[src/rtl/eeprom_probe_pkg.sv]
package eeprom_probe_pkg;

    typedef enum logic [1:0] {
        OP_START = 2'd0,
        OP_WRITE = 2'd1,
        OP_READ  = 2'd2,
        OP_STOP  = 2'd3
    } bus_op_e;

    typedef enum logic [3:0] {
        PH_W_START,
        PH_W_DEV,
        PH_W_ADDR,
        PH_W_DATA,
        PH_W_STOP,
        PH_P_START,
        PH_P_DEV,
        PH_P_STOP,
        PH_R_ADDR,
        PH_R_START,
        PH_R_DEV,
        PH_R_READ,
        PH_R_STOP,
        PH_FAIL_STOP,
        PH_DONE
    } phase_e;

    localparam logic [7:0] DEV_WR = 8'hA0;
    localparam logic [7:0] DEV_RD = 8'hA1;

endpackage

[src/rtl/probe_cmd_map.sv]
module probe_cmd_map
    import eeprom_probe_pkg::*;
#(
    parameter int unsigned         ADDR_BYTES = 2,
    parameter int unsigned         IDX_W      = 1,
    parameter logic [8*ADDR_BYTES-1:0] TEST_ADDR = '0,
    parameter logic [7:0]          TEST_DATA  = 8'hA5
) (
    input  phase_e           phase,
    input  logic [IDX_W-1:0] idx,
    output logic             issue,
    output bus_op_e          op,
    output logic [7:0]       data
);

    logic [7:0] addr_byte [ADDR_BYTES];

    // Location bytes go out most significant first
    for (genvar g = 0; g < ADDR_BYTES; g++) begin : g_addr
        assign addr_byte[g] = TEST_ADDR[8*(ADDR_BYTES-1-g) +: 8];
    end

    always_comb begin
        issue = (phase != PH_DONE);
        op    = OP_START;
        data  = 8'h00;
        unique case (phase)
            PH_W_START, PH_P_START, PH_R_START: op = OP_START;
            PH_W_DEV, PH_P_DEV: begin
                op   = OP_WRITE;
                data = DEV_WR;
            end
            PH_R_DEV: begin
                op   = OP_WRITE;
                data = DEV_RD;
            end
            PH_W_ADDR, PH_R_ADDR: begin
                op   = OP_WRITE;
                data = addr_byte[idx];
            end
            PH_W_DATA: begin
                op   = OP_WRITE;
                data = TEST_DATA;
            end
            PH_R_READ: op = OP_READ;
            PH_W_STOP, PH_P_STOP, PH_R_STOP, PH_FAIL_STOP: op = OP_STOP;
            default: op = OP_START;
        endcase
    end

endmodule

[src/rtl/probe_poll_ctr.sv]
module probe_poll_ctr #(
    parameter int unsigned POLL_MAX = 200,
    localparam int unsigned CNT_W   = $clog2(POLL_MAX + 1)
) (
    input  logic clk,
    input  logic rst_n,
    input  logic bump,
    output logic spent
);

    logic [CNT_W-1:0] cnt_d, cnt_q;

    always_comb begin
        cnt_d = cnt_q;
        if (bump && cnt_q != CNT_W'(POLL_MAX)) begin
            cnt_d = cnt_q + 1'b1;
        end
    end

    always_ff @(posedge clk or negedge rst_n) begin
        if (!rst_n) cnt_q <= '0;
        else        cnt_q <= cnt_d;
    end

    assign spent = (cnt_q == CNT_W'(POLL_MAX));

endmodule

[src/rtl/probe_fsm.sv]
module probe_fsm
    import eeprom_probe_pkg::*;
#(
    parameter int unsigned ADDR_BYTES = 2,
    parameter int unsigned IDX_W      = 1,
    parameter logic [7:0]  TEST_DATA  = 8'hA5
) (
    input  logic             clk,
    input  logic             rst_n,
    input  logic             rsp_done,
    input  logic             rsp_ack,
    input  logic [7:0]       rsp_data,
    input  logic             poll_spent,
    output phase_e           phase,
    output logic [IDX_W-1:0] idx,
    output logic             poll_bump,
    output logic             done,
    output logic             master
);

    localparam logic [IDX_W-1:0] IDX_LAST = IDX_W'(ADDR_BYTES - 1);

    typedef struct packed {
        phase_e           phase;
        logic [IDX_W-1:0] idx;
        logic             verdict;
        logic             done;
        logic             master;
    } fsm_t;

    fsm_t st_d, st_q;

    always_comb begin
        st_d      = st_q;
        poll_bump = 1'b0;
        if (rsp_done && st_q.phase != PH_DONE) begin
            unique case (st_q.phase)
                PH_W_START: st_d.phase = PH_W_DEV;
                PH_W_DEV: begin
                    st_d.idx   = '0;
                    st_d.phase = rsp_ack ? PH_W_ADDR : PH_FAIL_STOP;
                end
                PH_W_ADDR: begin
                    if (!rsp_ack)                 st_d.phase = PH_FAIL_STOP;
                    else if (st_q.idx == IDX_LAST) st_d.phase = PH_W_DATA;
                    else                           st_d.idx   = st_q.idx + 1'b1;
                end
                PH_W_DATA:  st_d.phase = rsp_ack ? PH_W_STOP : PH_FAIL_STOP;
                PH_W_STOP:  st_d.phase = PH_P_START;
                PH_P_START: st_d.phase = PH_P_DEV;
                PH_P_DEV: begin
                    st_d.idx = '0;
                    if (rsp_ack) begin
                        st_d.phase = PH_R_ADDR;
                    end else begin
                        poll_bump  = 1'b1;
                        st_d.phase = PH_P_STOP;
                    end
                end
                PH_P_STOP: begin
                    if (poll_spent) begin
                        st_d.phase  = PH_DONE;
                        st_d.done   = 1'b1;
                        st_d.master = 1'b0;
                    end else begin
                        st_d.phase = PH_P_START;
                    end
                end
                PH_R_ADDR: begin
                    if (!rsp_ack)                 st_d.phase = PH_FAIL_STOP;
                    else if (st_q.idx == IDX_LAST) st_d.phase = PH_R_START;
                    else                           st_d.idx   = st_q.idx + 1'b1;
                end
                PH_R_START: st_d.phase = PH_R_DEV;
                PH_R_DEV:   st_d.phase = rsp_ack ? PH_R_READ : PH_FAIL_STOP;
                PH_R_READ: begin
                    st_d.verdict = (rsp_data == TEST_DATA);
                    st_d.phase   = PH_R_STOP;
                end
                PH_R_STOP: begin
                    st_d.phase  = PH_DONE;
                    st_d.done   = 1'b1;
                    st_d.master = st_q.verdict;
                end
                PH_FAIL_STOP: begin
                    st_d.phase  = PH_DONE;
                    st_d.done   = 1'b1;
                    st_d.master = 1'b0;
                end
                default: st_d = st_q;
            endcase
        end
    end

    always_ff @(posedge clk or negedge rst_n) begin
        if (!rst_n) begin
            st_q <= '{phase: PH_W_START, idx: '0, verdict: 1'b0,
                      done: 1'b0, master: 1'b0};
        end else begin
            st_q <= st_d;
        end
    end

    assign phase  = st_q.phase;
    assign idx    = st_q.idx;
    assign done   = st_q.done;
    assign master = st_q.master;

endmodule

[src/rtl/eeprom_probe_role.sv]
module eeprom_probe_role
    import eeprom_probe_pkg::*;
#(
    parameter int unsigned             ADDR_BYTES = 2,
    parameter logic [8*ADDR_BYTES-1:0] TEST_ADDR  = 16'h7FF0,
    parameter logic [7:0]              TEST_DATA  = 8'hA5,
    parameter int unsigned             POLL_MAX   = 200
) (
    input  logic       clk,
    input  logic       rst_n,
    output logic       cmd_valid,
    output logic [1:0] cmd_op,
    output logic [7:0] cmd_data,
    input  logic       rsp_done,
    input  logic       rsp_ack,
    input  logic [7:0] rsp_data,
    output logic       probe_done,
    output logic       role_master,
    output logic       slave_en
);

    localparam int unsigned IDX_W = (ADDR_BYTES > 1) ? $clog2(ADDR_BYTES) : 1;

    phase_e           phase;
    logic [IDX_W-1:0] idx;
    logic             poll_bump;
    logic             poll_spent;
    bus_op_e          op;
    logic             done;
    logic             master;

    probe_fsm #(
        .ADDR_BYTES (ADDR_BYTES),
        .IDX_W      (IDX_W),
        .TEST_DATA  (TEST_DATA)
    ) i_fsm (
        .clk        (clk),
        .rst_n      (rst_n),
        .rsp_done   (rsp_done),
        .rsp_ack    (rsp_ack),
        .rsp_data   (rsp_data),
        .poll_spent (poll_spent),
        .phase      (phase),
        .idx        (idx),
        .poll_bump  (poll_bump),
        .done       (done),
        .master     (master)
    );

    probe_poll_ctr #(
        .POLL_MAX (POLL_MAX)
    ) i_poll (
        .clk   (clk),
        .rst_n (rst_n),
        .bump  (poll_bump),
        .spent (poll_spent)
    );

    probe_cmd_map #(
        .ADDR_BYTES (ADDR_BYTES),
        .IDX_W      (IDX_W),
        .TEST_ADDR  (TEST_ADDR),
        .TEST_DATA  (TEST_DATA)
    ) i_map (
        .phase (phase),
        .idx   (idx),
        .issue (cmd_valid),
        .op    (op),
        .data  (cmd_data)
    );

    assign cmd_op      = op;
    assign probe_done  = done;
    assign role_master = master;
    assign slave_en    = done && !master;

endmodule

[config.mk]
export PLATFORM = sky130hd
export DESIGN_NAME = eeprom_probe_role
export DESIGN_NICKNAME = d
export VERILOG_FILES = /design/src/rtl/eeprom_probe_pkg.sv /design/src/rtl/probe_cmd_map.sv /design/src/rtl/probe_poll_ctr.sv /design/src/rtl/probe_fsm.sv /design/src/rtl/eeprom_probe_role.sv
export SDC_FILE = /design/constraint.sdc
export NUM_CORES = 1
export LEC_CHECK = 0
export BUFFER_PORTS_ARGS = -buffer_cell sky130_fd_sc_hd__clkbuf_2
export CORE_MARGIN = 3
export CORE_UTILIZATION = 59
export DETAILED_ROUTE_END_ITERATION = 8
export GPL_ROUTABILITY_DRIVEN = 0
export GPL_TIMING_DRIVEN = 1
export PLACE_DENSITY = 0.9
export SYNTH_ARGS = -nofsm -noshare
export SYNTH_HDL_FRONTEND = slang
export SYNTH_HIERARCHICAL = 1
export SYNTH_SLANG_ARGS = --single-unit
[constraint.sdc]
create_clock -name clk -period 4.99 [get_ports clk]
set_input_delay 0.998 -clock clk [delete_from_list [all_inputs] [get_ports clk]]
set_output_delay 0.998 -clock clk [all_outputs]
set_load 0.03 [all_outputs]
==> impl_metrics.json, run 1 <==
{
  "reg2reg_from": "i_fsm/phase[3]",
  "setup_tns_ps": 0,
  "grt_max_degree": 30,
  "start_kind": "flip-flop",
  "rr_endpoint": "i_poll/cnt_q[1]",
  "clock_latency_ps": 290,
  "port_buffers": 25,
  "dieArea_um2": 2860,
  "synth_top_cell_by_area": "dfrtp_1",
  "p_switching_mw": 0.186,
  "first_global_vias": 1055,
  "p_leak_nw": 0.599,
  "path_buf_inv": 1,
  "synth-seq-cells": 16,
  "cts.path.max_buffers": 2,
  "avgSynthCellArea_um2": 8.77,
  "path_clk_slew_ps": 100,
  "r2r_setup_slack_ps": 2260,
  "setup_slack_ps": 1930,
  "diodes": 0,
  "maxSlewHeadroom_pct": 30.0,
  "path_max_fanout": 29,
  "r2r_cells": 4,
  "io_pins": 26,
  "p_clk_share_pct": 19.9,
  "gr-total-overflow": 0,
  "drv_cap": 0,
  "syn2layout_area_growth_pct": 5.54,
  "clkSinkCount": 16,
  "ys_warn_count": 6,
  "slowest_stage": "dfrtp_1",
  "critPathMaxStageDelay_ps": 950,
  "final_util_pct": 68.9,
  "die_h_um": 53.5,
  "critical_path_class": "flip-flop to primary output",
  "synth.area.top_cells": "dfrtp_1 30%, buf_4 4.5%, nand2_1 3.7%, a21oi_1 3.4%, xnor2_1 3.3%",
  "cts_tree": "done",
  "arrival_ps": 2060,
  "vias_per_cell": 6.13,
  "synthArstFlopShare_pct": 100,
  "fin_worst_skew_ps": 7.52,
  "wl_per_cell_um": 15.3,
  "cts_resized": 0,
  "period_share_pct": 61.3,
  "worstPathCellList": "a21oi_1, a2111oi_2, clkbuf_2",
  "hold_violations": 0,
  "synth_edf_count": 0,
  "cts_hold_buffers": 0,
  "core_region_area_um2": 2040,
  "finalSetupViolCount": 0,
  "dr.pass1.iters": 4,
  "die_w_um": 53.5,
  "crit_path_end_kind": "primary output",
  "place_worst_setup_slack_ps": 2260,
  "sequentialPowerShare_pct": 43.6,
  "p_per_area_nw_per_um2": 315,
  "path_delay_family": "flip-flops",
  "crit_required_ps": 3990,
  "switching_share_pct": 41.9,
  "drt-total-wl_um": 2920,
  "cts_root_buffer": "clkbuf_4",
  "worstMarginPinSlew_ps": 1040,
  "drv_slew": 0,
  "drc": 0,
  "drive_above_1_share_pct": 25.6,
  "crit_end": "cmd_data[0]",
  "whs_ps": 479,
  "hold_path_class": "flip-flop to flip-flop",
  "synth_cell_types": 53,
  "fmax_ghz": 0.327,
  "htreeDepth": 1,
  "synthCells": 152,
  "min_path_cells": 1,
  "ys.flop_type": "dfrtp_1",
  "period_minus_slack_ps": 3060,
  "vias": 1170,
  "ir_worst_vdd_uv": 309,
  "synth_area_um2": 1330,
  "ant_nets": 0,
  "power_frac_comb_pct": 36.4,
  "numCtsBuffers": 3,
  "crit_start": "i_fsm/phase[3]",
  "start_util_pct": 65.3,
  "layout.nets": 179,
  "drt_first_iter_violations": 43,
  "synth_nets": 166,
  "path_depth": 3,
  "grt_pass1_wl_um": 4750,
  "yosysSeqAreaShare_pct": 30.0,
  "cts_setup_buffers": 0,
  "rsz0062_at_grt": "no",
  "grt.total_usage_pct": 23.0,
  "yosys.area.top_type_share_pct": 30.0,
  "status": "complete, no violations",
  "hpwl_um": 2040,
  "antenna_found_initial": 0,
  "intPower_mw": 0.258,
  "row_count": 16
}
-- layout make-up --
class / count / area (µm²)
inverter: 9 / 36.3
timing repair buffer: 25 / 125
fill: 167 / 636
clock buffer: 4 / 36.3
tap: 27 / 33.8
multi-input combinational: 110 / 774
sequential: 16 / 400
-- cells in the mapped netlist, types with 2 or more instances --
library cell,instances
a21boi_0,3
a21oi_1,9
a31oi_1,2
and3_1,2
buf_2,3
buf_4,8
buf_6,3
clkbuf_1,2
dfrtp_1,16
ha_1,2
inv_1,7
mux2i_1,3
nand2_1,13
nand2b_1,3
nand3_1,3
nand4_1,6
nand4b_1,2
nor2_1,7
nor2b_1,2
nor3_1,2
nor4_1,3
nor4bb_1,2
o21ai_0,8
o221ai_1,2
o31ai_1,2
or2_2,4
xnor2_1,5
xor2_1,3
-- per-stage QoR --
step | cell area, µm² | instances | power (mW)
5_1_grt | 1410 | 191 | 0.472
3_3_place_gp | 1370 | 187 | 0.346
4_1_cts | 1410 | 191 | 0.442
2_1_floorplan | 1330 | 152 | 0.325
6_report | 1410 | 191 | 0.443
3_5_place_dp | 1370 | 187 | 0.356
-- registers in the layout, indices dropped and copies added, names as in the netlist --
signal and flops:
i_fsm/phase 4, i_fsm/done 1, i_fsm/master 1, i_fsm/st_q 1, i_fsm/idx 1, i_poll/cnt_q 8
-- cells by family after synthesis --
| kind of cell | share of synthesized area [%] |
|---|---|
| adders and majority gates | 2.63 |
| muxes | 4.23 |
| and+or+nand+nor | 24.9 |
| xor gates and xnor gates | 5.26 |
| DFF | 30.0 |
| AOI/OAI and AO/OA | 21.1 |
| buffers and inverters | 11.8 |
-- placed cells by master (no fill, tap or decap), types with 3 or more instances in the layout --
master / instances
clkbuf_2: 25
dfrtp_1: 16
nand2_1: 13
a21oi_1: 9
o21ai_0: 8
nor2_1: 7
inv_1: 7
nand4_1: 6
xnor2_1: 5
or2_2: 4
clkbuf_4: 3
nor4_1: 3
nand2b_1: 3
a21boi_0: 3
mux2i_1: 3
nand3_1: 3
xor2_1: 3
-- worst register-to-register path, cell delays in order (launching register included) --
cell     delay (ps)
dfrtp_1         730
or2_1           470
nor4_1          820
o41ai_4         260
mux2_4          350
-- how the worst min path moves through the flow --
stage                          startpoint               to  slack (ps)
after floorplan           i_poll/cnt_q[7]  i_poll/cnt_q[7]         440
after global placement    i_poll/cnt_q[7]  i_poll/cnt_q[7]         460
after detailed placement  i_poll/cnt_q[7]  i_poll/cnt_q[7]         460
after CTS                 i_poll/cnt_q[7]  i_poll/cnt_q[7]         480
after global routing      i_poll/cnt_q[7]  i_poll/cnt_q[7]         500
final                     i_poll/cnt_q[7]  i_poll/cnt_q[7]         480
-- power groups by stage --
stage | clock network (mW) | logic, mW | registers [mW]
final | 0.0884 | 0.161 | 0.194
after global placement | 0 | 0.156 | 0.190
after floorplan | 0 | 0.145 | 0.180
after global routing | 0.0941 | 0.179 | 0.199
after detailed placement | 0 | 0.161 | 0.195
after CTS | 0.0880 | 0.162 | 0.192
-- per-layer routing --
layer	global-route usage (%)	up-vias	share of wire (%)
li1	-	568	-
met1	28.2	542	42
met2	38.8	56	49
met3	2.82	4	8.2
met4	12.3	0	1.6
met5	0	-	0
Note: power is estimated with default switching activity, not from simulation.
==> run 2, diff against run 1 <==
--- a/config.mk
+++ b/config.mk
@@ -5,13 +5,14 @@
 export SDC_FILE = /design/constraint.sdc
 export NUM_CORES = 1
 export LEC_CHECK = 0
+export ABC_AREA = 1
 export BUFFER_PORTS_ARGS = -buffer_cell sky130_fd_sc_hd__clkbuf_2
 export CORE_MARGIN = 3
-export CORE_UTILIZATION = 59
+export CORE_UTILIZATION = 55
 export DETAILED_ROUTE_END_ITERATION = 8
 export GPL_ROUTABILITY_DRIVEN = 0
 export GPL_TIMING_DRIVEN = 1
-export PLACE_DENSITY = 0.9
+export PLACE_DENSITY = 0.85
 export SYNTH_ARGS = -nofsm -noshare
 export SYNTH_HDL_FRONTEND = slang
 export SYNTH_HIERARCHICAL = 1
==> constraint.sdc (replaced) <==
create_clock -name clk -period 2.9 [get_ports clk]
set_input_delay 0.58 -clock clk [delete_from_list [all_inputs] [get_ports clk]]
set_output_delay 0.58 -clock clk [all_outputs]
set_load 0.03 [all_outputs]
==> impl_metrics.json, run 2 <==
{
  "io_pins": 26,
  "avgSynthCellArea_um2": 6.15,
  "synth_edf_count": 0,
  "synth-seq-cells": 16,
  "synth_cell_types": 25,
  "cts_hold_buffers": 0,
  "crit_required_ps": 2320,
  "cts_setup_buffers": 0,
  "r2r_cells": 8,
  "gr-total-overflow": 0,
  "layout_commonest_cell": "nand2_1",
  "worstPathCellList": "inv_2, nor2_1, nand2_1, nand2_2, nand2_2, nand3b_2, clkbuf_2",
  "period_minus_slack_ps": 2340,
  "cpMostUsedCell": "nand2_2",
  "synth_top_family_by_area": "simple AND/OR/NAND/NOR gates",
  "clock_latency_ps": 290,
  "status": "complete, no violations",
  "period_share_pct": 80.7,
  "drive_above_1_share_pct": 22.4,
  "yosys.area.top_type_share_pct": 27.8,
  "ant_nets": 0,
  "drv_slew": 0,
  "wl_per_cell_um": 10.9,
  "clkSinkCount": 16,
  "synth_top_cell_by_area": "dfrtp_1",
  "ir_worst_vdd_uv": 711,
  "grt.total_usage_pct": 19.7,
  "synth_common_cells": "95 x nand2_1, 26 x nor2_1, 22 x inv_1",
  "hold_path_class": "primary input to asynchronous set/reset pin",
  "port_buffers": 25,
  "cts_tree": "done",
  "top_register": "i_poll/cnt_q",
  "drv_cap": 0,
  "synth.area.mux_share_pct": 0,
  "rr_endpoint": "i_poll/cnt_q[1]",
  "synth.area.top_cells": "dfrtp_1 28%, nand2_1 25%, nor2_1 6.8%, nand3_1 6.6%, inv_1 5.7%",
  "path_clk_slew_ps": 100,
  "synth_area_um2": 1440,
  "fin_worst_skew_ps": 4.78,
  "yosys.area_share.simple_pct": 48.6,
  "rsz0062_at_grt": "no",
  "maxSlewHeadroom_pct": 61.3,
  "critical_path_class": "flip-flop to primary output",
  "n_fill_cell": 243,
  "final_cell_mix": "95 x nand2_1, 26 x nor2_1, 25 x clkbuf_2",
  "worstMarginPinSlew_ps": 580,
  "syn2layout_area_growth_pct": 9.21,
  "yosysSeqAreaShare_pct": 27.8,
  "yosys.area_share.adder_pct": 1.74,
  "first_global_vias": 1257,
  "antenna_found_initial": 0,
  "row_count": 17,
  "drt-total-wl_um": 3070,
  "setup_slack_ps": 559,
  "cts_root_buffer": "clkbuf_4",
  "synth-compound-area-share_pct": 7.82,
  "arrival_ps": 1760,
  "hold_violations": 0,
  "die_h_um": 57.2,
  "synth.most_common_cell": "nand2_1",
  "critPathMaxStageDelay_ps": 720,
  "ys_warn_count": 6,
  "ys.flop_type": "dfrtp_1",
  "start_kind": "flip-flop",
  "synth_nets": 248,
  "largest_reg_flops": 8,
  "r2r_setup_slack_ps": 1030,
  "dieArea_um2": 3270,
  "diodes": 0,
  "die_w_um": 57.2,
  "p_leak_nw": 0.905,
  "grt_max_degree": 17,
  "synthArstFlopShare_pct": 100,
  "numCtsBuffers": 3,
  "drc": 0,
  "synthXorXnorAreaFrac_pct": 1.82,
  "setup_tns_ps": 0,
  "crit_path_end_kind": "primary output",
  "core_region_area_um2": 2340,
  "grt_pass1_wl_um": 5160,
  "reg2reg_from": "i_fsm/phase[2]",
  "slowest_stage": "dfrtp_1",
  "hpwl_um": 2320,
  "dr.pass1.iters": 4,
  "path_max_fanout": 15,
  "vias": 1474,
  "crit_start": "i_fsm/phase[3]",
  "path_delay_family": "flip-flops",
  "p_per_area_nw_per_um2": 940,
  "fmax_ghz": 0.427,
  "synthCells": 234,
  "drt_first_iter_violations": 119,
  "htreeDepth": 1,
  "cts_resized": 0,
  "start_util_pct": 61.6,
  "path_buf_inv": 2,
  "vias_per_cell": 5.21,
  "finalSetupViolCount": 0,
  "place_worst_setup_slack_ps": 901,
  "layout.nets": 270,
  "cts.path.max_buffers": 2
}
## run 2: cell types whose count changed in the layout (fill, tap and decap cells not counted), sizes merged, moves of 5 or more
cell   previous run  this run
inv               9        30
nand3             3        19
or2               5         0
nor2              7        34
nand2            13       101
nand4             6         0
a21oi             9         3
## run 2: worst max path at each step
stage / end / depth (start not counted) / slack (ps)
5_1_grt: cmd_data[0] / 7 / 410
2_1_floorplan: cmd_data[3] / 7 / 740
6_report: cmd_data[0] / 7 / 560
4_1_cts: cmd_data[0] / 7 / 560
3_3_place_gp: cmd_data[0] / 7 / 910
3_5_place_dp: cmd_data[0] / 7 / 900
## run 2: power by group
part | switching, mW | internal [mW] | leakage (nW) | total [mW]
logic | 0.628 | 0.279 | 0.678 | 0.907
registers | 0.140 | 0.277 | 0.206 | 0.417
clock network | 0.0780 | 0.0765 | 0.0210 | 0.154
## run 2: cell type report
type,count,area (µm²),area share [%]
Sequential cell,16,400,25.5
Tap cell,28,35.0,2.23
Timing Repair Buffer,25,125,7.96
Inverter,30,113,7.16
Clock buffer,4,36.3,2.31
Multi-Input combinational cell,180,863,54.9
## run 2: routing by layer
metal	global-route usage, %	up-vias	part of all wire [%]
li1	-	754	-
met1	26.7	646	45
met2	31.8	68	45
met3	2.94	6	9.1
met4	7.62	0	1.1
met5	0	-	0
## run 2: per-stage QoR
step                      hold slack (ps)  utilization, %  instance area, µm²  std cells  power [mW]
final                                 198            67.2                1570        283        1.48
after global routing                  219            67.2                1570        283        1.60
after global placement                476            65.7                1540        279        1.31
after CTS                             206            67.2                1570        283        1.48
after detailed placement              480            65.7                1540        279        1.32
after floorplan                       284               -                1440        234        1.17
## run 2: cell families after synthesis
| logic type | Yosys count |
|---|---|
| AND/OR/NAND/NOR | 159 |
| buffers and inverters | 38 |
| AO/OA/AOI/OAI | 16 |
| flip-flops | 16 |
| XOR/XNOR | 3 |
| adder cells (fa/ha/maj) | 2 |
## run 2: worst reg2reg max path: cells and delay by family, from the launching register on
family        cells  cell delay [ps]
buf+inv           2              250
simple gates      6              920
flops             1              640
